===== src/rtl/rn_pkg.sv =====
package rn_pkg;
  localparam int unsigned DEF_ARCH = 32;
  localparam int unsigned DEF_PHYS = 64;

  // Occupancy of a circular queue whose pointers carry one wrap bit.
  function automatic int unsigned ring_used(input int unsigned wr, input int unsigned rd,
                                            input int unsigned span);
    return (wr + 2 * span - rd) % (2 * span);
  endfunction

  // Physical register preloaded into freelist slot j at reset.
  function automatic int unsigned seed_preg(input int unsigned j, input int unsigned base);
    return base + j;
  endfunction
endpackage


===== src/rtl/rn_freelist.sv =====
module rn_freelist #(
  parameter int unsigned DEPTH = 32,   // power of two
  parameter int unsigned PW    = 6,
  parameter int unsigned BASE  = 32,
  localparam int unsigned IW   = $clog2(DEPTH),
  localparam int unsigned PTRW = IW + 1
) (
  input  logic            clk,
  input  logic            rst_n,
  input  logic            pop_i,
  input  logic            push_i,
  input  logic [PW-1:0]   push_preg_i,
  input  logic            save_i,
  input  logic            restore_i,
  output logic [PW-1:0]   head_preg_o,
  output logic            empty_o,
  output logic [PTRW-1:0] count_o
);
  logic [PW-1:0]   slot_q [DEPTH];
  logic [PTRW-1:0] rd_q, wr_q, saved_rd_q;
  logic [PTRW-1:0] rd_nxt;

  assign count_o     = PTRW'(rn_pkg::ring_used(32'(wr_q), 32'(rd_q), DEPTH));
  assign empty_o     = (count_o == '0);
  assign head_preg_o = slot_q[rd_q[IW-1:0]];

  always_comb begin
    rd_nxt = rd_q;
    if (restore_i)   rd_nxt = saved_rd_q;
    else if (pop_i)  rd_nxt = rd_q + PTRW'(1);
  end

  always_ff @(posedge clk or negedge rst_n) begin
    if (!rst_n) begin
      rd_q       <= '0;
      wr_q       <= PTRW'(DEPTH);
      saved_rd_q <= '0;
    end else begin
      rd_q <= rd_nxt;
      if (push_i) wr_q <= wr_q + PTRW'(1);
      if (save_i) saved_rd_q <= rd_nxt;
    end
  end

  for (genvar j = 0; j < DEPTH; j++) begin : g_slot
    always_ff @(posedge clk or negedge rst_n) begin
      if (!rst_n)
        slot_q[j] <= PW'(rn_pkg::seed_preg(j, BASE));
      else if (push_i && wr_q[IW-1:0] == IW'(j))
        slot_q[j] <= push_preg_i;
    end
  end
endmodule


===== src/rtl/rn_map_table.sv =====
module rn_map_table #(
  parameter int unsigned NA = 32,
  parameter int unsigned PW = 6,
  localparam int unsigned AW = $clog2(NA)
) (
  input  logic             clk,
  input  logic             rst_n,
  input  logic [AW-1:0]    rd_a_i,
  input  logic [AW-1:0]    rd_b_i,
  input  logic [AW-1:0]    rd_d_i,
  output logic [PW-1:0]    rd_a_o,
  output logic [PW-1:0]    rd_b_o,
  output logic [PW-1:0]    rd_d_o,
  input  logic             wr_en_i,
  input  logic [AW-1:0]    wr_arch_i,
  input  logic [PW-1:0]    wr_preg_i,
  input  logic             save_i,
  input  logic             restore_i,
  output logic [NA*PW-1:0] map_flat_o,
  output logic [NA*PW-1:0] snap_flat_o
);
  logic [PW-1:0] map_q  [NA];
  logic [PW-1:0] snap_q [NA];

  assign rd_a_o = map_q[rd_a_i];
  assign rd_b_o = map_q[rd_b_i];
  assign rd_d_o = map_q[rd_d_i];

  for (genvar i = 0; i < NA; i++) begin : g_ent
    logic          hit;
    logic [PW-1:0] upd;
    assign hit = wr_en_i && (wr_arch_i == AW'(i));
    assign upd = hit ? wr_preg_i : map_q[i];
    assign map_flat_o[i*PW +: PW]  = map_q[i];
    assign snap_flat_o[i*PW +: PW] = snap_q[i];

    always_ff @(posedge clk or negedge rst_n) begin
      if (!rst_n) begin
        map_q[i]  <= PW'(i);
        snap_q[i] <= PW'(i);
      end else begin
        map_q[i] <= restore_i ? snap_q[i] : upd;
        if (save_i) snap_q[i] <= upd;
      end
    end
  end
endmodule


===== src/rtl/rename_map_unit.sv =====
module rename_map_unit #(
  parameter int unsigned NUM_ARCH = rn_pkg::DEF_ARCH,
  parameter int unsigned NUM_PHYS = rn_pkg::DEF_PHYS,
  localparam int unsigned AW = $clog2(NUM_ARCH),
  localparam int unsigned PW = $clog2(NUM_PHYS),
  localparam int unsigned FL_DEPTH = NUM_PHYS - NUM_ARCH,
  localparam int unsigned FCW = $clog2(FL_DEPTH) + 1
) (
  input  logic          clk,
  input  logic          rst_n,
  input  logic          ren_valid_i,
  input  logic          ren_wr_i,
  input  logic [AW-1:0] ren_dst_i,
  input  logic [AW-1:0] ren_src_a_i,
  input  logic [AW-1:0] ren_src_b_i,
  output logic          ren_ready_o,
  output logic [PW-1:0] ren_src_a_p_o,
  output logic [PW-1:0] ren_src_b_p_o,
  output logic [PW-1:0] ren_dst_p_o,
  output logic [PW-1:0] ren_prev_p_o,
  input  logic          br_mark_i,
  output logic          br_ready_o,
  input  logic          br_done_i,
  input  logic          br_wrong_i,
  input  logic          cmt_free_i,
  input  logic [PW-1:0] cmt_preg_i
);
  // Named internal events (observed by the bound checker).
  logic                   ckpt_busy_q;
  logic                   recover;
  logic                   resolve;
  logic                   ren_fire;
  logic                   alloc;
  logic                   mark_fire;
  logic                   fl_empty;
  logic [FCW-1:0]         fl_count;
  logic [NUM_ARCH*PW-1:0] map_flat;
  logic [NUM_ARCH*PW-1:0] snap_flat;

  assign resolve     = br_done_i && ckpt_busy_q;
  assign recover     = resolve && br_wrong_i;
  assign ren_ready_o = !recover && (!ren_wr_i || !fl_empty);
  assign ren_fire    = ren_valid_i && ren_ready_o;
  assign alloc       = ren_fire && ren_wr_i;
  assign br_ready_o  = !ckpt_busy_q;
  assign mark_fire   = br_mark_i && br_ready_o;

  always_ff @(posedge clk or negedge rst_n) begin
    if (!rst_n)         ckpt_busy_q <= 1'b0;
    else if (mark_fire) ckpt_busy_q <= 1'b1;
    else if (resolve)   ckpt_busy_q <= 1'b0;
  end

  rn_freelist #(.DEPTH(FL_DEPTH), .PW(PW), .BASE(NUM_ARCH)) i_fl (
    .clk         (clk),
    .rst_n       (rst_n),
    .pop_i       (alloc),
    .push_i      (cmt_free_i),
    .push_preg_i (cmt_preg_i),
    .save_i      (mark_fire),
    .restore_i   (recover),
    .head_preg_o (ren_dst_p_o),
    .empty_o     (fl_empty),
    .count_o     (fl_count)
  );

  rn_map_table #(.NA(NUM_ARCH), .PW(PW)) i_map (
    .clk         (clk),
    .rst_n       (rst_n),
    .rd_a_i      (ren_src_a_i),
    .rd_b_i      (ren_src_b_i),
    .rd_d_i      (ren_dst_i),
    .rd_a_o      (ren_src_a_p_o),
    .rd_b_o      (ren_src_b_p_o),
    .rd_d_o      (ren_prev_p_o),
    .wr_en_i     (alloc),
    .wr_arch_i   (ren_dst_i),
    .wr_preg_i   (ren_dst_p_o),
    .save_i      (mark_fire),
    .restore_i   (recover),
    .map_flat_o  (map_flat),
    .snap_flat_o (snap_flat)
  );
endmodule


===== config.mk =====
export PLATFORM = sky130hd
export DESIGN_NAME = rename_map_unit
export DESIGN_NICKNAME = d
export VERILOG_FILES = /design/src/rtl/rn_pkg.sv /design/src/rtl/rn_freelist.sv /design/src/rtl/rn_map_table.sv /design/src/rtl/rename_map_unit.sv
export SDC_FILE = /design/constraint.sdc
export NUM_CORES = 1
export LEC_CHECK = 0
export BUFFER_PORTS_ARGS = -buffer_cell sky130_fd_sc_hd__buf_2
export CELL_PAD_IN_SITES_DETAIL_PLACEMENT = 0
export CELL_PAD_IN_SITES_GLOBAL_PLACEMENT = 1
export CORE_MARGIN = 2
export CORE_UTILIZATION = 54
export CTS_BUF_LIST = sky130_fd_sc_hd__clkbuf_2
export DETAILED_ROUTE_END_ITERATION = 16
export PLACE_DENSITY_LB_ADDON = 0.2
export SLEW_MARGIN = 25
export SYNTH_ARGS = -nofsm -noshare
export SYNTH_HDL_FRONTEND = slang
export SYNTH_SLANG_ARGS = --single-unit

===== constraint.sdc =====
create_clock -name clk -period 4.29 [get_ports clk]
set_input_delay 0.6435 -clock clk [delete_from_list [all_inputs] [get_ports clk]]
set_output_delay 0.6435 -clock clk [all_outputs]
set_load 0.005 [all_outputs]

==> flow_metrics.py <==
metrics = {
    "status": {
        "outcome": "finished, violations left",
        "violations": "setup timing",
    },
    "power_and_ir_drop": {
        "p_sw_uw": 11660,
        "peakVddDrop_mv": 0.6341,
        "total_power_uw": 27640,
        "p_comb_frac": 0.420,
        "swShare": 0.4218,
        "power.internal_uw": 15980,
        "seqPwrFrac": 0.422,
        "leakagePower_uw": 0.01473,
        "p_clk_frac": 0.158,
        "power_density_nw_per_um2": 788.8,
    },
    "detailed_routing": {
        "dr_total_vias": 24480,
        "drt-total-wl_um": 105200,
        "avgRoutedWirePerCell_um": 29.02,
        "drc": 0,
        "ant_nets": 0,
        "drt_iter0_markers": 2347,
        "vias_per_cell": 6.758,
        "drt_pre_antenna_iters": 6,
    },
    "synthesis": {
        "yosys.area.top_type": "dfrtp_1",
        "synth_top_area_frac": 0.2558,
        "syn_nets": 2655,
        "ys_async_sr_fraction": 1.000,
        "synthesis.area_um2": 31500,
        "ys_seq_elements": 595,
        "synth_area_leaders": "dfrtp_1 26%, dfstp_2 23%, mux4_2 13%",
        "synth_common_cells": "322 x dfrtp_1, 283 x nand2_1, 273 x dfstp_2",
        "syn_area_per_cell_um2": 12.05,
        "synthDistinctLibCells": 50,
        "yosysWarningCount": 0,
        "synth_seq_area_share": 0.4836,
        "syn_inst": 2613,
        "yosys.cell_count.top_type": "dfrtp_1",
        "yosys_most_used_dff": "dfrtp_1",
        "synth-edff-count": 0,
    },
    "sta": {
        "layout_setup_ws_ns": -0.03111,
        "rsz0062_at_grt": "true",
        "worst_clock_skew_ns": 0.09804,
        "fin_crit_sh": 1.007,
        "maxSlewHeadroom": 0.3058,
        "hold_violations": 0,
        "period_needed_ns": 4.321,
        "fmax_mhz": 231.4,
        "worst_pin_slew_ns": 1.041,
        "slew_viol_final": 0,
        "setup_violations": 4,
    },
    "clock_tree": {
        "root_buffer": "clkbuf_2",
        "h-tree-depth": 4,
        "cts.clk_slew.worst_paths_ns": 0.11,
        "cts.path.max_buffers": 3,
        "clkSinkCount": 595,
        "numCtsBuffers": 161,
        "clkLatencyLatePin_ns": 1.49,
        "cts_tree": "done",
    },
    "floorplanning": {
        "die_x_um": 245.5,
        "core_area_um2": 57700,
        "io_pins": 55,
        "dieArea_um2": 60270,
        "rows": 88,
        "die_y_um": 245.5,
        "start_util": 0.5459,
    },
    "cells_and_area": {
        "finalNonFillerCells": 3623,
        "final_area_um2": 35030,
        "layout.nets": 2750,
        "area_growth_pct": 11.24,
        "drive_gt1_frac": 0.4086,
        "post-route-util": 0.6072,
    },
    "flow_run": {
        "maxCapViolCount": 0,
    },
    "global_route": {
        "grt_pass1_wl_um": 159400,
        "grt_start_max_net_pins": 92,
        "antenna_found_initial": 6,
        "grtUsageTotal": 0.3571,
        "grt_overflow": 0,
        "first_global_vias": 25290,
    },
    "place": {
        "hpwl_um": 66570,
        "io_buffers": 54,
        "dp_slack_ns": 0.6393,
        "routabilityCongestion": 0.9177,
        "place_area_um2": 32650,
        "dpl.cell_count": 3275,
    },
    "worst_setup_path": {
        "cp_max_fo": 13,
        "crit_chain": "buf_12, buf_16, mux2i_2, a22oi_2, a21oi_1, or4_4, inv_2, buf_2",
        "arrival_ns": 3.68,
        "path_class": "register to output port",
        "worstRegToRegCells": 12,
        "cp_slowest_cell": "or4_4",
        "worstPathRequired_ns": 3.65,
        "crit_cells": 8,
        "critPathMaxStageDelay_ns": 0.59,
        "cp-end-kind": "output port",
        "cp_top_family": "simple AND/OR/NAND/NOR gates",
        "path_buf_inv": 4,
        "start_kind": "register",
    },
    "hold_path": {
        "hold_class": "input pin to register",
        "hold_depth": 4,
    },
}
-- worst register-to-register path, stage by stage (launching register included) --
cell	delay, ns
dfrtp_4	0.55
buf_12	0.17
ha_4	0.16
fa_2	0.36
nor2b_2	0.15
o21ai_0	0.08
nor4b_2	0.18
o211a_4	0.25
buf_4	0.20
buf_4	0.20
or3_1	0.59
nand2_1	0.29
o221ai_1	0.19
-- registers in the layout, summed over array words and instances (netlist names) --
name,count
i_fl.saved_rd_q,6
i_map.snap_flat_o,192
i_fl.slot_q,192
i_map.map_flat_o,192
ckpt_busy_q,1
i_fl.rd_q,6
i_fl.wr_q,6
-- power groups by stage --
stage                     clock [uW]  sequential, uW  combinational (uW)
after detailed placement           0           11600               10500
final                           4380           11700               11600
after floorplan                    0           10200                6870
after global placement             0           11400               10200
after global routing            4780           11900               12100
after CTS                       4450           11600               11400
-- logic make-up (layout without fill, tap and decap cells) --
logic type | after synthesis | in the layout | synth area share
XOR/XNOR | 12 | 12 | 0.003575
multiplexers | 487 | 487 | 0.2346
AO/OA/AOI/OAI | 473 | 473 | 0.1290
flip-flops | 595 | 595 | 0.4836
buffers and inverters | 330 | 563 | 0.04147
adder cells (fa/ha/maj) | 13 | 13 | 0.005403
other | 0 | 12 | 0
AND/OR/NAND/NOR | 703 | 703 | 0.1023
-- path summary, 6_finish.rpt --
kind	slack, ns	start	to
worst max-delay path	-0.03	i_fl.rd_q[0]$_DFF_PN0_	ren_dst_p_o[3]
worst min register to register	0.47	i_map.snap_flat_o[169]$_DFFE_PN0P_	i_map.map_flat_o[169]$_DFF_PN0_
min in group asynchronous	0.43	rst_n	i_map.snap_flat_o[50]$_DFFE_PN0P_
worst min-delay path	0.18	cmt_free_i	i_fl.wr_q[1]$_DFFE_PN0P_
worst max register to register	0.72	i_fl.rd_q[0]$_DFF_PN0_	i_map.snap_flat_o[50]$_DFFE_PN0P_
max in group asynchronous	2.90	rst_n	i_fl.slot_q[146]$_DFFE_PN1P_
-- stage by stage --
step	hold WS (ns)	setup TNS, ns
CTS	0.07520	-0.2097
global placement	0.4634	0
finish	0.1785	-0.05273
global route	0.2178	-0.08758
floorplan	0.3479	0
detailed placement	0.4658	0
-- final cells by class --
class / count / area, um2
Multi-Input combinational cell: 1688 / 15200
Sequential cell: 595 / 15240
Clock inverter: 49 / 324.1
Inverter: 82 / 317.8
Clock buffer: 252 / 1261
Tap cell: 765 / 957.2
Fill cell: 4702 / 22660
Antenna cell: 12 / 30.03
Timing Repair Buffer: 180 / 1712
-- layer usage --
metal  up-vias  GRT usage  wire (um)
met5         -          0          7
li1      10250          -          -
met2      1304     0.5543      49440
met4         2     0.2604       8074
met1     12550     0.4438      39130
met3       380    0.07607       8502
-- repair_timing --
action                                  in CTS  in global routing
hold endpoints to repair                   528                  0
gates resized for setup                     59                  6
hold buffers                                18                  0
cloned                                       8                  0
pin swaps                                   31                  7
setup buffers                                9                  0
endpoints found under the setup margin       7                  7
-- cells in the final DEF, fill, tap and decap left out, types with 18 or more instances in the layout --
| cell | instances |
|---|---|
| nand3_1 | 96 |
| a22oi_2 | 18 |
| dfrtp_1 | 320 |
| mux4_2 | 180 |
| inv_1 | 77 |
| nor2b_1 | 45 |
| or3_1 | 24 |
| buf_4 | 85 |
| nand2_1 | 278 |
| mux2_2 | 210 |
| buf_2 | 48 |
| a22oi_1 | 30 |
| a221o_1 | 168 |
| mux2i_1 | 93 |
| dfstp_2 | 273 |
| o211ai_1 | 85 |
| o221ai_1 | 132 |
| clkinv_1 | 29 |
| a21oi_1 | 18 |
| and2_1 | 44 |
| clkbuf_2 | 252 |
| nor2_1 | 152 |
No activity file was read; power rests on OpenSTA's default activity.
